<file path="src/rtl/bsr_pkg.sv">
package bsr_pkg;

  // Strobes sent from the control half to the datapath half.
  typedef struct packed {
    logic capEn;
    logic shEn;
    logic updEn;
    logic drivePads;
  } bsrStrobe_t;

  // Two TDO-driver bits, three per bidirectional cell, one per single-direction
  // pin, and the trailing update-control bit.
  function automatic int chainLen(input int nBidir, input int nIn, input int nOut);
    return 3 * nBidir + nIn + nOut + 3;
  endfunction

endpackage

</file>
<file path="src/rtl/bsr_ctrl.sv">
module bsr_ctrl
  import bsr_pkg::*;
(
  input  logic       tck,
  input  logic       trstN,
  input  logic       selBsr,
  input  logic       extest,
  input  logic       captureDr,
  input  logic       shiftDr,
  input  logic       updateDr,
  output bsrStrobe_t strobe
);

  always_comb begin
    strobe.capEn     = captureDr & selBsr;
    strobe.shEn      = shiftDr & selBsr;
    strobe.updEn     = updateDr & selBsr;
    strobe.drivePads = extest;
  end

  // the controller presents at most one state strobe at a time
  strobe_onehot_chk: assert property (@(posedge tck) disable iff (!trstN)
    $onehot0({captureDr, shiftDr, updateDr}));

endmodule

</file>
<file path="src/rtl/bsr_shift.sv">
module bsr_shift
  import bsr_pkg::*;
#(
  parameter int NUM_BIDIR = 4,
  parameter int NUM_IN    = 2,
  parameter int NUM_OUT   = 2,
  localparam int CHAIN_LEN = chainLen(NUM_BIDIR, NUM_IN, NUM_OUT)
) (
  input  logic                 tck,
  input  logic                 trstN,
  input  bsrStrobe_t           strobe,
  input  logic                 tdi,
  input  logic [NUM_BIDIR-1:0] padIn,
  input  logic [NUM_BIDIR-1:0] coreOut,
  input  logic [NUM_BIDIR-1:0] coreOe,
  input  logic [NUM_IN-1:0]    inOnlyPad,
  input  logic [NUM_OUT-1:0]   outOnlyCore,
  output logic [CHAIN_LEN-1:0] shiftQ
);

  localparam int CELL_BASE = 2;
  localparam int IN_BASE   = CELL_BASE + 3 * NUM_BIDIR;
  localparam int OUT_BASE  = IN_BASE + NUM_IN;
  localparam int UPD_POS   = CHAIN_LEN - 1;

  logic [CHAIN_LEN-1:0] capVec;
  logic                 unusedStrobeBits;

  assign unusedStrobeBits = strobe.updEn ^ strobe.drivePads;

  // Parallel capture value assembled from the pad and core sides.
  always_comb begin
    capVec          = '0;
    capVec[0]       = 1'b1;
    capVec[1]       = 1'b0;
    capVec[UPD_POS] = 1'b0;
    for (int k = 0; k < NUM_BIDIR; k++) begin
      capVec[CELL_BASE + 3 * k]     = padIn[k];
      capVec[CELL_BASE + 3 * k + 1] = coreOut[k];
      capVec[CELL_BASE + 3 * k + 2] = coreOe[k];
    end
    for (int j = 0; j < NUM_IN; j++) capVec[IN_BASE + j] = inOnlyPad[j];
    for (int j = 0; j < NUM_OUT; j++) capVec[OUT_BASE + j] = outOnlyCore[j];
  end

  always_ff @(posedge tck or negedge trstN) begin
    if (!trstN)            shiftQ <= '0;
    else if (strobe.capEn) shiftQ <= capVec;
    else if (strobe.shEn)  shiftQ <= {tdi, shiftQ[CHAIN_LEN-1:1]};
  end


  shift_entry_chk: assert property (@(posedge tck) disable iff (!trstN)
    strobe.shEn |=> (shiftQ[UPD_POS] == $past(tdi)) && (shiftQ[0] == $past(shiftQ[1])));


  capture_load_chk: assert property (@(posedge tck) disable iff (!trstN)
    strobe.capEn |=> shiftQ[CELL_BASE] == $past(padIn[0]) && shiftQ[0]);


  idle_hold_chk: assert property (@(posedge tck) disable iff (!trstN)
    (!strobe.capEn && !strobe.shEn) |=> $stable(shiftQ));

endmodule

</file>
<file path="src/rtl/bsr_hold.sv">
module bsr_hold
  import bsr_pkg::*;
#(
  parameter int NUM_BIDIR = 4,
  parameter int NUM_IN    = 2,
  parameter int NUM_OUT   = 2,
  localparam int CHAIN_LEN = chainLen(NUM_BIDIR, NUM_IN, NUM_OUT)
) (
  input  logic                 tck,
  input  logic                 trstN,
  input  bsrStrobe_t           strobe,
  input  logic [CHAIN_LEN-1:0] shiftQ,
  input  logic [NUM_BIDIR-1:0] coreOut,
  input  logic [NUM_BIDIR-1:0] coreOe,
  input  logic [NUM_OUT-1:0]   outOnlyCore,
  output logic [NUM_BIDIR-1:0] padOut,
  output logic [NUM_BIDIR-1:0] padOe,
  output logic [NUM_OUT-1:0]   outOnlyPad,
  output logic                 tdoEnHold,
  output logic                 tdoValHold,
  output logic                 updCtl
);

  localparam int CELL_BASE = 2;
  localparam int OUT_BASE  = CELL_BASE + 3 * NUM_BIDIR + NUM_IN;
  localparam int UPD_POS   = CHAIN_LEN - 1;

  logic [CHAIN_LEN-1:0] holdQ;
  logic                 unusedCap;

  assign unusedCap = strobe.capEn;

  // Parallel hold stage, loaded on the falling test clock.
  always_ff @(negedge tck or negedge trstN) begin
    if (!trstN)            holdQ <= '0;
    else if (strobe.updEn) holdQ <= shiftQ;
  end

  // Pad-side multiplexers, one per cell.
  for (genvar k = 0; k < NUM_BIDIR; k++) begin : gCell
    assign padOut[k] = strobe.drivePads ? holdQ[CELL_BASE + 3 * k + 1] : coreOut[k];
    assign padOe[k]  = strobe.drivePads ? holdQ[CELL_BASE + 3 * k + 2] : coreOe[k];
  end

  for (genvar j = 0; j < NUM_OUT; j++) begin : gOutOnly
    assign outOnlyPad[j] = strobe.drivePads ? holdQ[OUT_BASE + j] : outOnlyCore[j];
  end

  assign tdoEnHold  = holdQ[0];
  assign tdoValHold = holdQ[1];
  assign updCtl     = holdQ[UPD_POS];


  hold_stable_chk: assert property (@(negedge tck) disable iff (!trstN)
    !strobe.updEn |=> $stable(holdQ));


  shift_no_disturb_chk: assert property (@(posedge tck) disable iff (!trstN)
    strobe.shEn |=> $stable(holdQ));


  pads_frozen_chk: assert property (@(negedge tck) disable iff (!trstN)
    (strobe.drivePads && $past(strobe.drivePads) && !$past(strobe.updEn))
      |-> ($stable(padOut) && $stable(padOe) && $stable(outOnlyPad)));

endmodule

</file>
<file path="src/rtl/bsr_top.sv">
module bsr_top
  import bsr_pkg::*;
#(
  parameter int NUM_BIDIR = 4,
  parameter int NUM_IN    = 2,
  parameter int NUM_OUT   = 2
) (
  input  logic                 tck,
  input  logic                 trstN,
  input  logic                 selBsr,
  input  logic                 extest,
  input  logic                 captureDr,
  input  logic                 shiftDr,
  input  logic                 updateDr,
  input  logic                 tdi,
  output logic                 tdo,
  input  logic [NUM_BIDIR-1:0] padIn,
  input  logic [NUM_BIDIR-1:0] coreOut,
  input  logic [NUM_BIDIR-1:0] coreOe,
  output logic [NUM_BIDIR-1:0] padOut,
  output logic [NUM_BIDIR-1:0] padOe,
  input  logic [NUM_IN-1:0]    inOnlyPad,
  input  logic [NUM_OUT-1:0]   outOnlyCore,
  output logic [NUM_OUT-1:0]   outOnlyPad,
  output logic                 tdoEnHold,
  output logic                 tdoValHold,
  output logic                 updCtl
);

  localparam int CHAIN_LEN = chainLen(NUM_BIDIR, NUM_IN, NUM_OUT);

  bsrStrobe_t           strobe;
  logic [CHAIN_LEN-1:0] shiftQ;

  bsr_ctrl uCtrl (
    .tck       (tck),
    .trstN     (trstN),
    .selBsr    (selBsr),
    .extest    (extest),
    .captureDr (captureDr),
    .shiftDr   (shiftDr),
    .updateDr  (updateDr),
    .strobe    (strobe)
  );

  bsr_shift #(.NUM_BIDIR(NUM_BIDIR), .NUM_IN(NUM_IN), .NUM_OUT(NUM_OUT)) uShift (
    .tck         (tck),
    .trstN       (trstN),
    .strobe      (strobe),
    .tdi         (tdi),
    .padIn       (padIn),
    .coreOut     (coreOut),
    .coreOe      (coreOe),
    .inOnlyPad   (inOnlyPad),
    .outOnlyCore (outOnlyCore),
    .shiftQ      (shiftQ)
  );

  bsr_hold #(.NUM_BIDIR(NUM_BIDIR), .NUM_IN(NUM_IN), .NUM_OUT(NUM_OUT)) uHold (
    .tck         (tck),
    .trstN       (trstN),
    .strobe      (strobe),
    .shiftQ      (shiftQ),
    .coreOut     (coreOut),
    .coreOe      (coreOe),
    .outOnlyCore (outOnlyCore),
    .padOut      (padOut),
    .padOe       (padOe),
    .outOnlyPad  (outOnlyPad),
    .tdoEnHold   (tdoEnHold),
    .tdoValHold  (tdoValHold),
    .updCtl      (updCtl)
  );

  assign tdo = shiftQ[0];

endmodule

</file>
<file path="config.mk">
export PLATFORM = sky130hd
export DESIGN_NAME = bsr_top
export DESIGN_NICKNAME = d
export VERILOG_FILES = /design/src/rtl/bsr_pkg.sv /design/src/rtl/bsr_ctrl.sv /design/src/rtl/bsr_shift.sv /design/src/rtl/bsr_hold.sv /design/src/rtl/bsr_top.sv
export SDC_FILE = /design/constraint.sdc
export NUM_CORES = 1
export LEC_CHECK = 0
export BUFFER_PORTS_ARGS = -buffer_cell sky130_fd_sc_hd__buf_2
export CAP_MARGIN = 20
export CELL_PAD_IN_SITES_DETAIL_PLACEMENT = 0
export CELL_PAD_IN_SITES_GLOBAL_PLACEMENT = 1
export CORE_MARGIN = 2
export CORE_UTILIZATION = 46
export CTS_CLUSTER_SIZE = 24
export DETAILED_ROUTE_END_ITERATION = 10
export PLACE_DENSITY = 0.93
export SYNTH_ARGS = -nofsm -noshare
export SYNTH_HDL_FRONTEND = slang
export SYNTH_SLANG_ARGS = --single-unit
</file>
<file path="constraint.sdc">
create_clock -name tck -period 1.5 [get_ports tck]
set_clock_uncertainty 0.05 [all_clocks]
set_input_delay 0.3 -clock tck [delete_from_list [all_inputs] [get_ports tck]]
set_output_delay 0.3 -clock tck [all_outputs]
set_load 0.1 [all_outputs]
</file>
==> results.json <==
{
  "outcome": "complete, but fails checks",
  "violations": "negative setup slack",
  "leakage_nw": 1.20,
  "yosysMostFrequentCell": "dfrtp_1",
  "grt_busiest_layer": "met2",
  "synth_edf_count": 0,
  "syn_nets": 144,
  "place_area_um2": 2330,
  "cp.required_ns": 1.15,
  "gp_congestion": 0.772,
  "met3_usage": 0.0493,
  "yosys.area.top_type": "dfrtp_1",
  "postRouteAntennaNets": 0,
  "grt_pass1_wl_mm": 6.43,
  "vias": 1328,
  "grt_use_met1": 0.259,
  "die_area_um2": 4130,
  "h-tree-depth": 2,
  "start_kind": "flop",
  "synth_cell_types": 22,
  "pwr-share-clk": 0.170,
  "slew_viol_final": 0,
  "synthesis.area_um2": 1670,
  "grt_pass1_vias": 1394,
  "cp_slowest_cell": "dfrtn_1",
  "max-slew-margin-rel": 0.797,
  "rsz0062_at_grt": "yes",
  "rows": 21,
  "drt_iter0_markers": 29,
  "die_y_um": 64.3,
  "core_area_um2": 3420,
  "via_per_inst": 5.40,
  "overflow": 0,
  "drt-total-wl_mm": 3.84,
  "first_pass_iters": 4,
  "seqPwrFrac": 0.341,
  "synth_common_cells": "dfrtp_1 (19), nand4bb_1 (16), dfrtn_1 (13), mux2_2 (13), mux2_4 (10)",
  "initial_core_util": 0.489,
  "yosys.area.top_type_share": 0.285,
  "cts_buffers": 5,
  "synth_flop_cell": "dfrtp_1",
  "hold_path.class": "in -> reg",
  "diodes": 0,
  "synth_area_leaders": "dfrtp_1 (28%), dfrtn_1 (19%), nand4bb_1 (11%), mux2_4 (9.0%), mux2_2 (8.8%)",
  "antenna_found_initial": 0,
  "wire_per_inst_um": 15.6,
  "switching_share": 0.358,
  "port_buffers": 37,
  "cpLargestDelayFamily": "flip-flops",
  "cts_buffer_depth": 2,
  "final_design_area_no_fill_um2": 2580,
  "ios": 38,
  "combPwrFrac": 0.488,
  "nets": 223,
  "crit_path_end_kind": "output pin",
  "netlist_instances": 120,
  "ys_ff_latch": 32,
  "ys_seq_area_frac": 0.479,
  "cts.sinks": 32,
  "maxCapViolCount": 0,
  "cts_tree": "built",
  "fin_ws_ns": -0.744,
  "clk_pin_slew_ns": 0.10,
  "hold_viol_final": 0,
  "avgSynthCellArea_um2": 13.9,
  "areaGrowthSynthToFinish_pct": 54.5,
  "setup_viol": 26,
  "crit_buf_inv": 1,
  "grt_util_all_layers": 0.202,
  "crit_fanout": 2,
  "die_x_um": 64.3,
  "crit_type": "reg -> out",
  "cpPeakStageDelay_ns": 0.36,
  "crit_chain": "mux2_4 -> buf_12",
  "vdd_ir_drop_max_uv": 867,
  "grt_max_degree": 33,
  "cell_internal_pwr_mw": 2.11,
  "tightest_slew_ns": 0.304,
  "drc": 0,
  "drive_above_1_share": 0.635,
  "power_switching_mw": 1.18,
  "p_total_mw": 3.29,
  "yosysWarnings": 0,
  "dp.final_hpwl_mm": 2.54,
  "use_met2": 0.332,
  "root_buffer": "clkbuf_4",
  "async_flop_share": 1.00,
  "clk_latency_ns": 0.34,
  "powerDensity_nw_per_um2": 1270,
  "cp_data_arrival_time_ns": 1.89
}
area by class of cell:
cell class / count / area, um^2
inverter: 2 / 7.51
tap: 46 / 57.6
clock buffer: 8 / 68.8
fill: 224 / 835
timing repair buffer: 83 / 785
multi-input combinational: 75 / 861
sequential: 32 / 802
power groups by stage:
stage | sequential, mW | clock, mW | combinational, mW
finish | 1.12 | 0.559 | 1.61
detailed placement | 1.14 | 0 | 1.41
floorplan | 1.27 | 0 | 0.734
CTS | 1.12 | 0.568 | 1.56
global placement | 1.13 | 0 | 1.39
global route | 1.14 | 0.616 | 1.67
sequential cells by signal, summed over array words and instances, names as in the netlist:
register	cells
uHold.holdQ	13
uShift.shiftQ	19
metrics by stage:
step	utilization	setup WS, ns	setup TNS [ns]	hold slack, ns	cells
finish	0.756	-0.744	-10.47	0.192	246
detailed placement	0.681	-0.394	-9.18	0.216	214
global placement	0.681	-0.375	-9.01	0.212	214
CTS	0.740	-0.748	-10.55	0.188	239
global route	0.756	-0.771	-11.20	0.190	246
floorplan	-	-0.563	-8.02	-0.0456	120
layout by cell type, fill, tap and decap left out:
cell type,count
buf_4,41
mux2_4,23
buf_2,23
dfrtp_1,18
buf_12,17
nand4bb_1,16
dfrtn_1,13
o221a_2,9
nand3b_1,7
o211a_1,7
clkbuf_4,5
inv_1,2
nand3_1,2
or3b_1,2
o221ai_1,2
clkbuf_8,2
nand2_2,1
o21a_2,1
nand2_8,1
and4bb_2,1
nor2_1,1
nor3_1,1
nor3_2,1
clkbuf_1,1
dlygate4sd3_1,1
buf_6,1
dfrtp_2,1
worst paths after layout:
kind                             startpoint           endpoint  slack [ns]  cells past startpoint
max in group asynchronous             trstN     uHold.holdQ[0]        0.16                      3
setup reg to reg           uShift.shiftQ[3]     uHold.holdQ[3]       -0.14                      1
hold reg to reg             uHold.holdQ[18]    uHold.holdQ[18]        0.48                      1
min in group asynchronous             trstN  uShift.shiftQ[16]        0.37                      3
hold / removal                 inOnlyPad[0]  uShift.shiftQ[14]        0.19                      2
setup / recovery            uHold.holdQ[17]      outOnlyPad[1]       -0.74                      2
repair_timing:
item,in CTS,in global routing
pin swaps,0,0
hold buffers,1,0
setup endpoints to repair,26,27
setup buffers,16,8
hold endpoints to repair,19,0
resized for setup,1,1
metal layers:
metal | vias to the layer above | wire, um | part of all wire
met5 | - | 0 | 0
met4 | 0 | 68 | 0.018
met3 | 9 | 200 | 0.052
met2 | 37 | 1910 | 0.50
met1 | 655 | 1670 | 0.43
li1 | 627 | - | -
logic make-up after synthesis:
| kind of cell | synth area share |
|---|---|
| AND/OR/NAND/NOR | 0.182 |
| flip-flops | 0.479 |
| AO/OA/AOI/OAI | 0.118 |
| buffers and inverters | 0.0427 |
| multiplexers | 0.178 |
Note: power is estimated with default switching activity, not from simulation.
